==> config.mk <==
export PLATFORM = sky130hd
export DESIGN_NAME = rd_cas_aligner
export DESIGN_NICKNAME = d
export VERILOG_FILES = /design/src/rtl/rd_align_pkg.sv /design/src/rtl/rd_lat_decode.sv /design/src/rtl/rd_burst_gen.sv /design/src/rtl/rd_delay_line.sv /design/src/rtl/rd_cas_aligner.sv
export SDC_FILE = /design/constraint.sdc
export NUM_CORES = 1
export LEC_CHECK = 0
export BUFFER_PORTS_ARGS = -buffer_cell sky130_fd_sc_hd__buf_4
export CORE_MARGIN = 4
export CORE_UTILIZATION = 52
export DETAILED_ROUTE_END_ITERATION = 16
export GPL_ROUTABILITY_DRIVEN = 0
export GPL_TIMING_DRIVEN = 0
export PLACE_DENSITY_LB_ADDON = 0.2
export SLEW_MARGIN = 30
export SYNTH_ARGS = -nofsm -noshare
export SYNTH_HDL_FRONTEND = slang
export SYNTH_HIERARCHICAL = 1
export SYNTH_SLANG_ARGS = --single-unit
==> constraint.sdc <==
create_clock -name clk_i -period 2.27 [get_ports clk_i]
set_clock_uncertainty 0.15 [all_clocks]
set_input_delay 0.5675 -clock clk_i [delete_from_list [all_inputs] [get_ports clk_i]]
set_output_delay 0.5675 -clock clk_i [all_outputs]
set_load 0.01 [all_outputs]
==> src/rtl/rd_align_pkg.sv <==
package rd_align_pkg;
  localparam int BLEN_CODE_W = 2;
  localparam int LAT_CODE_W  = 3;
  localparam int LAT_MIN     = 2;
  localparam int LAT_MAX     = 3;

  // beats - 1 for a log2 burst code
  function automatic int blen_last(input int code);
    return (1 << code) - 1;
  endfunction
endpackage

==> src/rtl/rd_lat_decode.sv <==
module rd_lat_decode #(
  parameter int CODE_W  = 3,
  parameter int LAT_MIN = 2,
  parameter int LAT_MAX = 3
) (
  input  logic [CODE_W-1:0] cas_code_i,
  output logic [CODE_W-1:0] lat_o,
  output logic              err_o
);
  // legal codes encode the latency value directly
  always_comb begin
    if (int'(cas_code_i) >= LAT_MIN && int'(cas_code_i) <= LAT_MAX) begin
      lat_o = cas_code_i;
      err_o = 1'b0;
    end else begin
      lat_o = CODE_W'(LAT_MAX);
      err_o = 1'b1;
    end
  end
endmodule

==> src/rtl/rd_burst_gen.sv <==
module rd_burst_gen #(
  parameter int CODE_W = 2,
  parameter int IDX_W  = (1 << CODE_W) - 1
) (
  input  logic              clk_i,
  input  logic              rst_ni,
  input  logic              issue_i,
  input  logic [CODE_W-1:0] blen_code_i,
  output logic              act_o,
  output logic [IDX_W-1:0]  idx_o
);
  logic [IDX_W-1:0] rem_q;

  always_ff @(posedge clk_i or negedge rst_ni) begin
    if (!rst_ni) begin
      act_o <= 1'b0;
      idx_o <= '0;
      rem_q <= '0;
    end else if (issue_i) begin
      // new read preempts any burst in progress
      act_o <= 1'b1;
      idx_o <= '0;
      rem_q <= IDX_W'(rd_align_pkg::blen_last(int'(blen_code_i)));
    end else if (rem_q != '0) begin
      act_o <= 1'b1;
      idx_o <= idx_o + IDX_W'(1);
      rem_q <= rem_q - IDX_W'(1);
    end else begin
      act_o <= 1'b0;
      idx_o <= '0;
    end
  end
endmodule

==> src/rtl/rd_delay_line.sv <==
module rd_delay_line #(
  parameter int W     = 4,
  parameter int DEPTH = 2
) (
  input  logic                  clk_i,
  input  logic                  rst_ni,
  input  logic [W-1:0]          din_i,
  output logic [DEPTH:0][W-1:0] taps_o
);
  assign taps_o[0] = din_i;

  for (genvar s = 1; s <= DEPTH; s++) begin : g_stage
    always_ff @(posedge clk_i or negedge rst_ni) begin
      if (!rst_ni) taps_o[s] <= '0;
      else         taps_o[s] <= taps_o[s-1];
    end
  end
endmodule

==> src/rtl/rd_cas_aligner.sv <==
module rd_cas_aligner #(
  parameter int BLEN_CODE_W = rd_align_pkg::BLEN_CODE_W,
  parameter int LAT_CODE_W  = rd_align_pkg::LAT_CODE_W,
  parameter int LAT_MIN     = rd_align_pkg::LAT_MIN,
  parameter int LAT_MAX     = rd_align_pkg::LAT_MAX,
  parameter int IDX_W       = (1 << BLEN_CODE_W) - 1
) (
  input  logic                   clk_i,
  input  logic                   rst_ni,
  input  logic                   rd_issue_i,
  input  logic [BLEN_CODE_W-1:0] blen_code_i,
  input  logic [LAT_CODE_W-1:0]  cas_code_i,
  output logic                   drive_en_o,
  output logic                   data_valid_o,
  output logic [IDX_W-1:0]       beat_idx_o,
  output logic                   lat_err_o
);
  localparam int DEPTH = LAT_MAX - 1;
  localparam int W     = IDX_W + 1;
  localparam int SEL_W = $clog2(DEPTH + 1);

  logic [LAT_CODE_W-1:0] lat;
  logic                  gen_act;
  logic [IDX_W-1:0]      gen_idx;
  logic [DEPTH:0][W-1:0] taps;
  logic [SEL_W-1:0]      vsel, lsel;
  logic [W-1:0]          vtap, ltap;

  rd_lat_decode #(
    .CODE_W (LAT_CODE_W),
    .LAT_MIN(LAT_MIN),
    .LAT_MAX(LAT_MAX)
  ) u_dec (
    .cas_code_i(cas_code_i),
    .lat_o     (lat),
    .err_o     (lat_err_o)
  );

  rd_burst_gen #(
    .CODE_W(BLEN_CODE_W),
    .IDX_W (IDX_W)
  ) u_gen (
    .clk_i      (clk_i),
    .rst_ni     (rst_ni),
    .issue_i    (rd_issue_i),
    .blen_code_i(blen_code_i),
    .act_o      (gen_act),
    .idx_o      (gen_idx)
  );

  rd_delay_line #(
    .W    (W),
    .DEPTH(DEPTH)
  ) u_dly (
    .clk_i (clk_i),
    .rst_ni(rst_ni),
    .din_i ({gen_act, gen_idx}),
    .taps_o(taps)
  );

  // stage 0 is issue-aligned; valid sits lat-1 stages later, drive one ahead
  assign vsel = SEL_W'(int'(lat) - 1);
  assign lsel = SEL_W'(int'(lat) - 2);
  assign vtap = taps[vsel];
  assign ltap = taps[lsel];

  assign data_valid_o = vtap[W-1];
  assign beat_idx_o   = vtap[W-1] ? vtap[IDX_W-1:0] : '0;
  assign drive_en_o   = vtap[W-1] | ltap[W-1];
endmodule

# ---- After elaboration in Yosys (flattened, before gate mapping)
# Index checks and enable logic that the tools add are counted.
dict set report word_totals {
  regBits 15
  wordCells 32
  out_inout_bits 6
}
dict set report op_classes {
  shift 1
  magnitude_cmp 4
  n_addsub 5
  bitwise 1
  muxes 13
  reduce_logical 3
}
# cell n
set ops {}
lappend ops {{4-bit binary-select mux with 2-bit select} 2}
lappend ops {{3-bit 2-to-1 mux} 5}
lappend ops {{4-bit 2-to-1 mux} 2}
lappend ops {{2-bit by 3-bit less-than comparator with 1-bit output (second input constant)} 2}
lappend ops {{3-bit by 1-bit adder with 3-bit output (second input constant)} 1}
lappend ops {{3-bit by 2-bit >= comparator with 1-bit output (second input constant)} 1}
lappend ops {{3-bit by 2-bit <= comparator with 1-bit output (second input constant)} 1}
lappend ops {{1-bit 2-to-1 mux} 3}
lappend ops {{3-bit nonzero test} 1}
lappend ops {{1-bit by 2-bit left shift with 3-bit output (first input constant)} 1}
lappend ops {{3-bit by 1-bit subtractor with 3-bit output (second input constant)} 1}
lappend ops {{3-bit by 2-bit subtractor with 3-bit output (second input constant)} 1}
lappend ops {{2-bit 2-to-1 mux} 1}
lappend ops {{2-bit nonzero test} 1}
lappend ops {{2-bit by 1-bit subtractor with 2-bit output (second input constant)} 1}
lappend ops {{2-bit subtractor (second input constant)} 1}
lappend ops {{1-bit logical AND} 1}
lappend ops {{1-bit OR} 1}

# ---- Longest topological paths before layout
# Gate-level depths: netlist of run 1.
dict set report depth {
  depth_word 7
  ltp_mapped 5
  ltp_nobuf 4
}

# ---- By module
# The synthesis of run 1 kept the hierarchy.
# mod instances cells_each seq_area_each_um2 area_per_inst_um2
set by_module_without_submodules {}
lappend by_module_without_submodules {rd_burst_gen 1 32 175.2 356.6}
lappend by_module_without_submodules {rd_delay_line 1 12 200.2 230.2}
lappend by_module_without_submodules {rd_cas_aligner 1 22 0.0 172.7}
lappend by_module_without_submodules {rd_lat_decode 1 6 0.0 38.8}

# ---- Least setup slack after synthesis of run 1
# Ideal clock, no wire load.
dict set report synth_path {
  kind {input port to output port}
  startpoint {input port cas_code_i[0]}
  endpoint {output port drive_en_o}
  t_arrival_ns 1.520
  path_buffers 1
  path_stages 5
  required_ns 1.553
  slack_ns 0.032
  cell_sequence {or3b_1 -> buf_2 -> nor2b_1 -> a211oi_1 -> a21oi_1}
}
dict set report synth_between {
  elab_chain_len 7
  word_cells_on_any_way 11
  cone_classes {add/sub (2); order compare (2); mux (5); bitwise (1); reduce/logical (1)}
}
# item line
set synth_rtl {}
lappend synth_rtl {{start: declaration} rd_cas_aligner.sv:12} ;# input logic [LAT_CODE_W-1:0] cas_code_i,
lappend synth_rtl {{3-bit by 2-bit >= comparator with 1-bit output / 3-bit by 2-bit <= comparator with 1-bit output (equally long branches)} rd_lat_decode.sv:12} ;# if (int'(cas_code_i) >= LAT_MIN && int'(cas_code_i) <= LAT_MAX) begin
lappend synth_rtl {{1-bit logical AND} rd_lat_decode.sv:12}
lappend synth_rtl {{2-bit 2-to-1 mux *} rd_lat_decode.sv:12}
lappend synth_rtl {{2-bit by 1-bit subtractor with 2-bit output / 2-bit subtractor (equally long branches)} {rd_cas_aligner.sv:62, rd_cas_aligner.sv:63}}
lappend synth_rtl {{4-bit binary-select mux with 2-bit select, on equally long branches} {rd_cas_aligner.sv:64, rd_cas_aligner.sv:65}}
lappend synth_rtl {{4-bit 2-to-1 mux, on equally long branches} {rd_cas_aligner.sv:64, rd_cas_aligner.sv:65}}
lappend synth_rtl {{1-bit OR *} rd_cas_aligner.sv:69} ;# assign drive_en_o = vtap[W-1] | ltap[W-1];
lappend synth_rtl {{end: declaration} rd_cas_aligner.sv:13} ;# output logic drive_en_o,
# Mark *: on every way between the ends. The rest lies on a longest branch, timed or not. The select of a mux whose other input is x is not followed.

# ---- Worst setup path after layout of run 1
dict set report layout_path {
  startpoint {input port cas_code_i[0]}
  endpoint {output port beat_idx_o[2]}
}
dict set report layout_between {
  elab_chain_len 7
  word_cells_on_any_way 8
  cone_classes {add/sub (1); order compare (2); mux (4); reduce/logical (1)}
}
# item line
set layout_rtl {}
lappend layout_rtl {{3-bit by 2-bit >= comparator with 1-bit output / 3-bit by 2-bit <= comparator with 1-bit output (equally long branches)} rd_lat_decode.sv:12}
lappend layout_rtl {{1-bit logical AND} rd_lat_decode.sv:12}
lappend layout_rtl {{2-bit 2-to-1 mux *} rd_lat_decode.sv:12}
lappend layout_rtl {{via lat[0]} rd_cas_aligner.sv:22} ;# logic [LAT_CODE_W-1:0] lat;
lappend layout_rtl {{2-bit by 1-bit subtractor with 2-bit output *} rd_cas_aligner.sv:62} ;# assign vsel = SEL_W'(int'(lat) - 1);
lappend layout_rtl {{4-bit binary-select mux with 2-bit select *} rd_cas_aligner.sv:64} ;# assign vtap = taps[vsel];
lappend layout_rtl {{4-bit 2-to-1 mux (not written as such) *} rd_cas_aligner.sv:64}
lappend layout_rtl {{3-bit 2-to-1 mux *} rd_cas_aligner.sv:68} ;# assign beat_idx_o = vtap[W-1] ? vtap[IDX_W-1:0] : '0;
lappend layout_rtl {{end: declaration} rd_cas_aligner.sv:15} ;# output logic [IDX_W-1:0] beat_idx_o,
# Mark *: on every way through the listed nets, which the timed path passes. The rest lies on a longest branch. The select of a mux whose other input is x is not followed.

==> summary by stage, run 1 <==
Worst setup path
For flop-to-flop paths, the worst setup slack is 0.85 ns. The worst reg2reg path depth is 4. Together, buffers and inverters on the worst path number 3. Data on the critical path is required at its endpoint by 1.55 ns. Along the worst path, the maximum fanout reaches 5. The kind of cell adding the most delay to the critical path is simple AND/OR/NAND/NOR gates.

For this run, the slowest stage of the critical path takes 0.40 ns. The worst register-to-register path ends at u_gen/rem_q[2]$_DFFE_PN0P_. STA classifies the critical path endpoint as an output port. In this design, the critical path's most frequently occurring cell is buf_6. The startpoint of the worst-slack reg-to-reg timing path is u_gen/rem_q[0]$_DFFE_PN0P_. The cell type of the slowest stage on the worst timing path is or3b_4. The signal on the critical path passes through buf_6, or3b_4, buf_6, nand3b_1, a21oi_1, buf_4. The most critical setup path has its startpoint at cas_code_i[0]. The type of the worst setup path is in -> out. STA classifies the critical path startpoint as an input pin.

For the worst setup path, the data arrival time is 1.64 ns.

Global route
The most used routing layer is met2. The pin count of the biggest net entering global routing is 16. The first-pass GRT wire length is 2300 um. The initial antenna violation count came to 0. The number of global-route vias before repair was 552. For this run, global-route usage on met3 was measured as 3.07%. The met2 usage in global routing is 26.3%. Global routing used 15.5% of the available tracks. The leftover overflow at the end of global routing is 0. The met1 layer usage reported by global route is 16.7%.

Synth
The number of standard cells after synthesis is 70. The Yosys step of the flow raised 6 warnings. When the netlist entered floorplanning its net count stood at 81. In this run the cell area of the synthesized design comes to 787 um^2. Averaged over all synthesized cells, the footprint is 11.2 um^2.

Min path
The worst hold endpoint is u_dly/taps_o[7]$_DFF_PN0_. Counting instances, the worst hold path has a depth of 0. The tightest min-delay check is of the reg -> reg type. The startpoint identified for the worst hold timing path is u_gen/act_o$_DFF_PN0_.

Final layout
The filler cell count in the final layout is 105. The fraction of final layout cells with drive strength greater than 1 is 39.3%. The number of inserted diodes is 0. The count of nets after finishing is 101. From synthesis to final layout, the design area changed by 23.8%.

STA
The final-report hold violation count is 0. Setup violations remaining at the end of the flow were counted as 5. The final worst setup slack is -0.0844 ns. Setup repair after global routing could not meet its margin everywhere. Final hold analysis gives a worst-case slack of 0.231 ns.

The final period demand of the worst path is 2.35 ns. The count of final max-slew check failures was 0. Derived from the worst setup path, the maximum achievable clock frequency is 425 MHz. The share of the clock period used by the worst path is 104%.

Floorplanning
The initial utilization of the core area, before any placement, comes to 57.6%. The number of placement rows is 13. The overall die area is 0.00220 mm^2. The die outline height is 46.9 um. The core region is 0.00137 mm^2. The I/O pin count is 14. Measured along the x axis, the die boundary spans 46.9 um.

Detailed routing
In the routed design, unresolved DRC markers number 0. The number of iterations in the first detailed-routing pass is 4. The total via count in the routed design is 549. Once detail routing completed, the nets flagged for antenna violations numbered 0. The initial detailed-routing violation count is 8.

Using the TritonRoute via totals, the vias-per-cell ratio works out to 5.28. The wire length after detailed routing is 1320 um. The per-cell routed wire length is 12.7 um.

Power and ir drop
The total power per unit cell area is 623 mW/mm^2. IR analysis of the VDD net gives a maximum drop of 412 uV. For this design the static power due to leakage is 0.454 nW.

Placement
The count of buffers added on input and output ports is 12. Timing analysis after detailed placement gives a worst setup slack of -0.165 ns. The estimated wirelength of the detail-placed design is 983 um.

Clock network
The cell sitting at the root of the clock tree is a clkbuf_4. The total CTS buffers is 3. The insertion delay of the later-clocked pin in the worst-skew pair is 0.27 ns. The buffer levels on the longest clock path is 2. The clock net in this run drives a total of 15 sinks. In this run the number of H-tree levels came out at 1. After clock tree synthesis, the clock-pin slew on the worst setup and hold paths is 0.08 ns. The clock tree from TritonCTS is yes.

Outcome
The final reports fail on negative setup slack. The flow ran to the end, but the final reports show violations.

Job
Max-cap violations in this run came to 0.
flip-flops by register name, summed over array words and instances, names as in the netlist:
signal,count
u_gen/rem_q,3
u_gen/idx_o,3
u_dly/taps_o,8
u_gen/act_o,1
metrics by stage:
| stage | instances | util (%) | area (um^2) | TNS (ns) | total power, mW |
|---|---|---|---|---|---|
| 2_1_floorplan | 70 | - | 787 | 0 | 0.412 |
| 3_3_place_gp | 97 | 65.6 | 896 | -0.625 | 0.454 |
| 3_5_place_dp | 97 | 65.6 | 896 | -0.701 | 0.460 |
| 4_1_cts | 104 | 71.3 | 975 | -0.313 | 0.615 |
| 5_1_grt | 104 | 71.3 | 975 | -0.521 | 0.646 |
| 6_report | 104 | 71.3 | 975 | -0.355 | 0.607 |
cell usage in the layout, fill, tap and decap left out:
cell,count
dfrtp_1,15
clkbuf_2,1
conb_1,1
buf_6,5
mux2_2,3
nor3_1,2
clkbuf_4,3
nor2b_2,2
or3b_4,1
a211oi_1,2
nand2_1,3
dlygate4sd3_1,1
nor3b_1,1
and2b_2,1
nand3b_1,2
a22oi_1,1
a211oi_2,1
a31oi_1,1
or3b_1,1
clkbuf_1,1
xnor2_1,1
and3_1,1
a21boi_0,1
or2b_1,2
a311oi_1,1
buf_4,15
nor2b_1,3
buf_2,1
a21oi_1,3
nor4b_1,2
inv_1,4
ha_1,3
nand2b_1,1
nor2_1,1
mux2_4,1
a22oi_4,1
worst reg2reg max path, cell delays in order (launching register included):
cell and delay [ns]:
dfrtp_1 0.37, inv_1 0.07, ha_1 0.24, or3b_1 0.36, a31oi_1 0.16
worst max-delay path by stage:
stage,endpoint,slack [ns],depth (start not counted)
after floorplan,drive_en_o,0.03,5
after global placement,beat_idx_o[0],-0.14,6
after detailed placement,drive_en_o,-0.16,7
after CTS,beat_idx_o[1],-0.07,6
after global routing,beat_idx_o[1],-0.12,6
final,beat_idx_o[2],-0.08,6
report_power, final:
group          internal [mW]  total (mW)  switching [mW]  leakage (nW)
clock                 0.0680       0.144          0.0760        0.0150
combinational         0.0824       0.143          0.0602         0.259
sequential             0.299       0.320          0.0215         0.180
timing repair:
item	CTS	global route
cloned	1	0
pin swaps	3	0
hold buffers	1	0
setup buffers	1	0
setup endpoints to repair	5	5
endpoints found under the hold margin	15	0
gates resized for setup	9	0
cell type report:
cell class,instances,area (um^2),area share [%]
timing repair buffer,15,124,12.7
multi-input combinational,43,350,35.9
clock buffer,4,26.3,2.70
buffer,8,65.1,6.68
inverter,4,15.0,1.54
sequential,15,375,38.5
tap,15,18.8,1.93
layer usage:
metal,share of wire (%),routed length (um),vias up
li1,-,-,276
met1,43,562,257
met2,49,640,14
met3,7.5,99,2
met4,1.2,16,0
met5,0,0,-
Note: power is estimated with default switching activity, not from simulation.
==> inputs of run 2 (changes only) <==
- PLACE_DENSITY: not set -> 0.75
- PLACE_DENSITY_LB_ADDON: 0.2 -> not set
==> summary by stage, run 2 (synthesis results as in run 1) <==
Outcome
The flow ran to the end, but the final reports show violations. The checks that failed: negative setup slack.

Job
Max-cap violations in this run came to 0.

Floorplanning
The area of the core is 0.00137 mm^2. For this configuration, the core starts out at a cell density of 57.6%. The die covers 0.00220 mm^2. The die is 46.9 um tall. The die span in x is 46.9 um. The number of placement rows is 13. The I/O pin count is 14.

Worst setup path
The worst setup path is of the in -> out kind. For the worst setup path, the data required time is 1.55 ns. In this run the critical register-to-register path is launched from u_gen/rem_q[0]$_DFFE_PN0P_. The endpoint identified for the worst register-to-register timing path is u_gen/rem_q[2]$_DFFE_PN0P_.

The critical path endpoint category is an output port. The worst reg2reg path depth is 4. The element type at the critical path start is an input pin. At the worst endpoint, the arrival time is 1.64 ns. The setup slack on the worst flop-to-flop path is 0.83 ns.

The largest driver fanout on the critical path is 5.

Global route
The met2 usage in global routing is 24.4%. The initial antenna violation count is 0. The most used routing layer is met2. The global-route track usage on met3 is 1.15%. Entering global routing, the biggest net connects 16 pins. The first-pass GRT wire length is 2150 um. The met1 layer usage reported by global route is 16.1%. The leftover overflow at the end of global routing is 0. The number of global-route vias before repair is 511. The total track usage is 14.0%.

Final layout
The number of inserted diodes is 0. The filler cells instantiated in the layout total 113. From synthesis to final layout, the design area changed by 24.5%.

For this run, the post-layout net count is 101. In the final layout, the registers with the most flip-flops are u_dly/taps_o x8, u_gen/idx_o x3, u_gen/rem_q x3. In the layout the commonest cells are buf_4, dfrtp_1, buf_6.

Cells with a size suffix above 1 make up 39.3% of the layout. The register containing the most flip-flops in the final layout is u_dly/taps_o. The register with the most flip-flops in the layout has 8 of them. The finished cells cover 980 um^2.

Power and ir drop
The internal power is 0.450 mW. IR analysis of the VDD net gives a maximum drop of 519 uV. Power spread over the standard cell area amounts to 621 mW/mm^2.

The logic gate share of total power is 23.7%. The switching part of the total power is 26.0%. The clock network burns 23.6% of the power. Of the total power, registers draw 52.7%. The leakage power is 0.461 nW. The analysis attributes to net switching a power of 0.158 mW. Power comes to 0.608 mW.

STA
Setup repair after global routing could not meet its margin everywhere. The final setup violation count is 5. The timing-limited maximum frequency is 424 MHz. The final-report hold violation count is 0.

The count of final max-slew check failures is 0. The worst path in the final design needs a cycle of 2.36 ns, including I/O delays and setup. After layout, the worst setup slack is -0.0885 ns. The share of the clock period used by the worst path is 104%.

Detailed routing
The total via count in the routed design is 553. The pre-antenna-repair detailed-routing pass consisted of 4 iterations. Once detail routing completed, the nets flagged for antenna violations numbered 0. The wire length after detailed routing is 1290 um. In the routed layout, each cell is associated on average with a via count of 5.32. After the first detailed-routing iteration, the DRC count stood at 8. In the routed design, unresolved DRC markers number 0. The per-cell routed wire length is 12.4 um.

Placement
The placed instances occupy a cell area of 896 um^2. Once detailed placement completed, the half-perimeter wirelength came to 948 um. Prior to clock tree synthesis, the placed netlist has a worst setup slack of -0.169 ns.

The number of I/O port buffers is 12.

Clock network
CTS placed an instance of clkbuf_4 at the clock tree root. Counting every sink on the clock net gives 15. The number of H-tree levels is 1. Clock tree synthesis inserted a total of 3 buffers. The insertion delay of the later-clocked pin in the worst-skew pair is 0.27 ns.

The clock transition time at the flip-flop clock pins of the worst setup and hold paths is 0.08 ns. The longest clock path from root to sink contains 2 buffers. The clock tree from TritonCTS is yes.

Min path
The worst hold path begins at u_dly/taps_o[5]$_DFF_PN0_. The worst hold path passes through 0 cells. For hold timing, the worst endpoint is u_dly/taps_o[9]$_DFF_PN0_. The type of the most critical hold path is reg -> reg.
==> run 2: how the worst max path moves through the flow <==
stage / slack [ns] / start / endpoint
CTS: -0.07 / cas_code_i[2] / beat_idx_o[2]
global placement: -0.15 / cas_code_i[0] / drive_en_o
floorplan: 0.03 / cas_code_i[0] / drive_en_o
detailed placement: -0.17 / cas_code_i[0] / drive_en_o
finish: -0.09 / cas_code_i[0] / drive_en_o
global route: -0.16 / cas_code_i[0] / drive_en_o
==> run 2: repair_timing <==
action	in CTS	in global routing
endpoints found under the setup margin	5	5
pin swaps	4	3
cloned	1	0
hold buffers	1	0
resized for setup	8	2
buffers inserted	1	0
endpoints found under the hold margin	15	0
==> run 2: final cells by class <==
type | count | area, um^2 | share of cell area [%]
Sequential cell | 15 | 375 | 38.3
Tap cell | 15 | 18.8 | 1.92
Buffer | 8 | 65.1 | 6.64
Clock buffer | 4 | 26.3 | 2.68
Inverter | 4 | 15.0 | 1.53
Timing Repair Buffer | 15 | 124 | 12.6
Multi-Input combinational cell | 43 | 355 | 36.3
==> run 2: metal layers <==
layer / share of wire, % / vias up
li1: - / 275
met1: 44 / 263
met2: 50 / 13
met3: 4.3 / 2
met4: 1.6 / 0
met5: 0 / -
==> run 2: critical path: stages <==
cell and delay (ns):
buf_6 0.09, or3b_4 0.40, buf_6 0.15, nor2b_4 0.12
a211oi_2 0.04, a21oi_1 0.14, buf_4 0.13
==> run 2: stage by stage <==
step                utilization, %  hold slack, ns  setup TNS (ns)  instances
finish                        71.7           0.233          -0.309        104
global route                  71.7           0.257          -0.524        104
CTS                           71.1           0.238          -0.281        104
detailed placement            65.6           0.220          -0.701         97
global placement              65.6           0.210          -0.622         97
floorplan                        -           0.122               0         70
==> run 2: power by group through the flow <==
stage / Clock (mW) / Sequential (mW) / Combinational (mW)
floorplan: 0 / 0.319 / 0.0928
global placement: 0 / 0.324 / 0.131
detailed placement: 0 / 0.326 / 0.135
CTS: 0.147 / 0.321 / 0.143
global route: 0.162 / 0.326 / 0.161
finish: 0.144 / 0.321 / 0.144
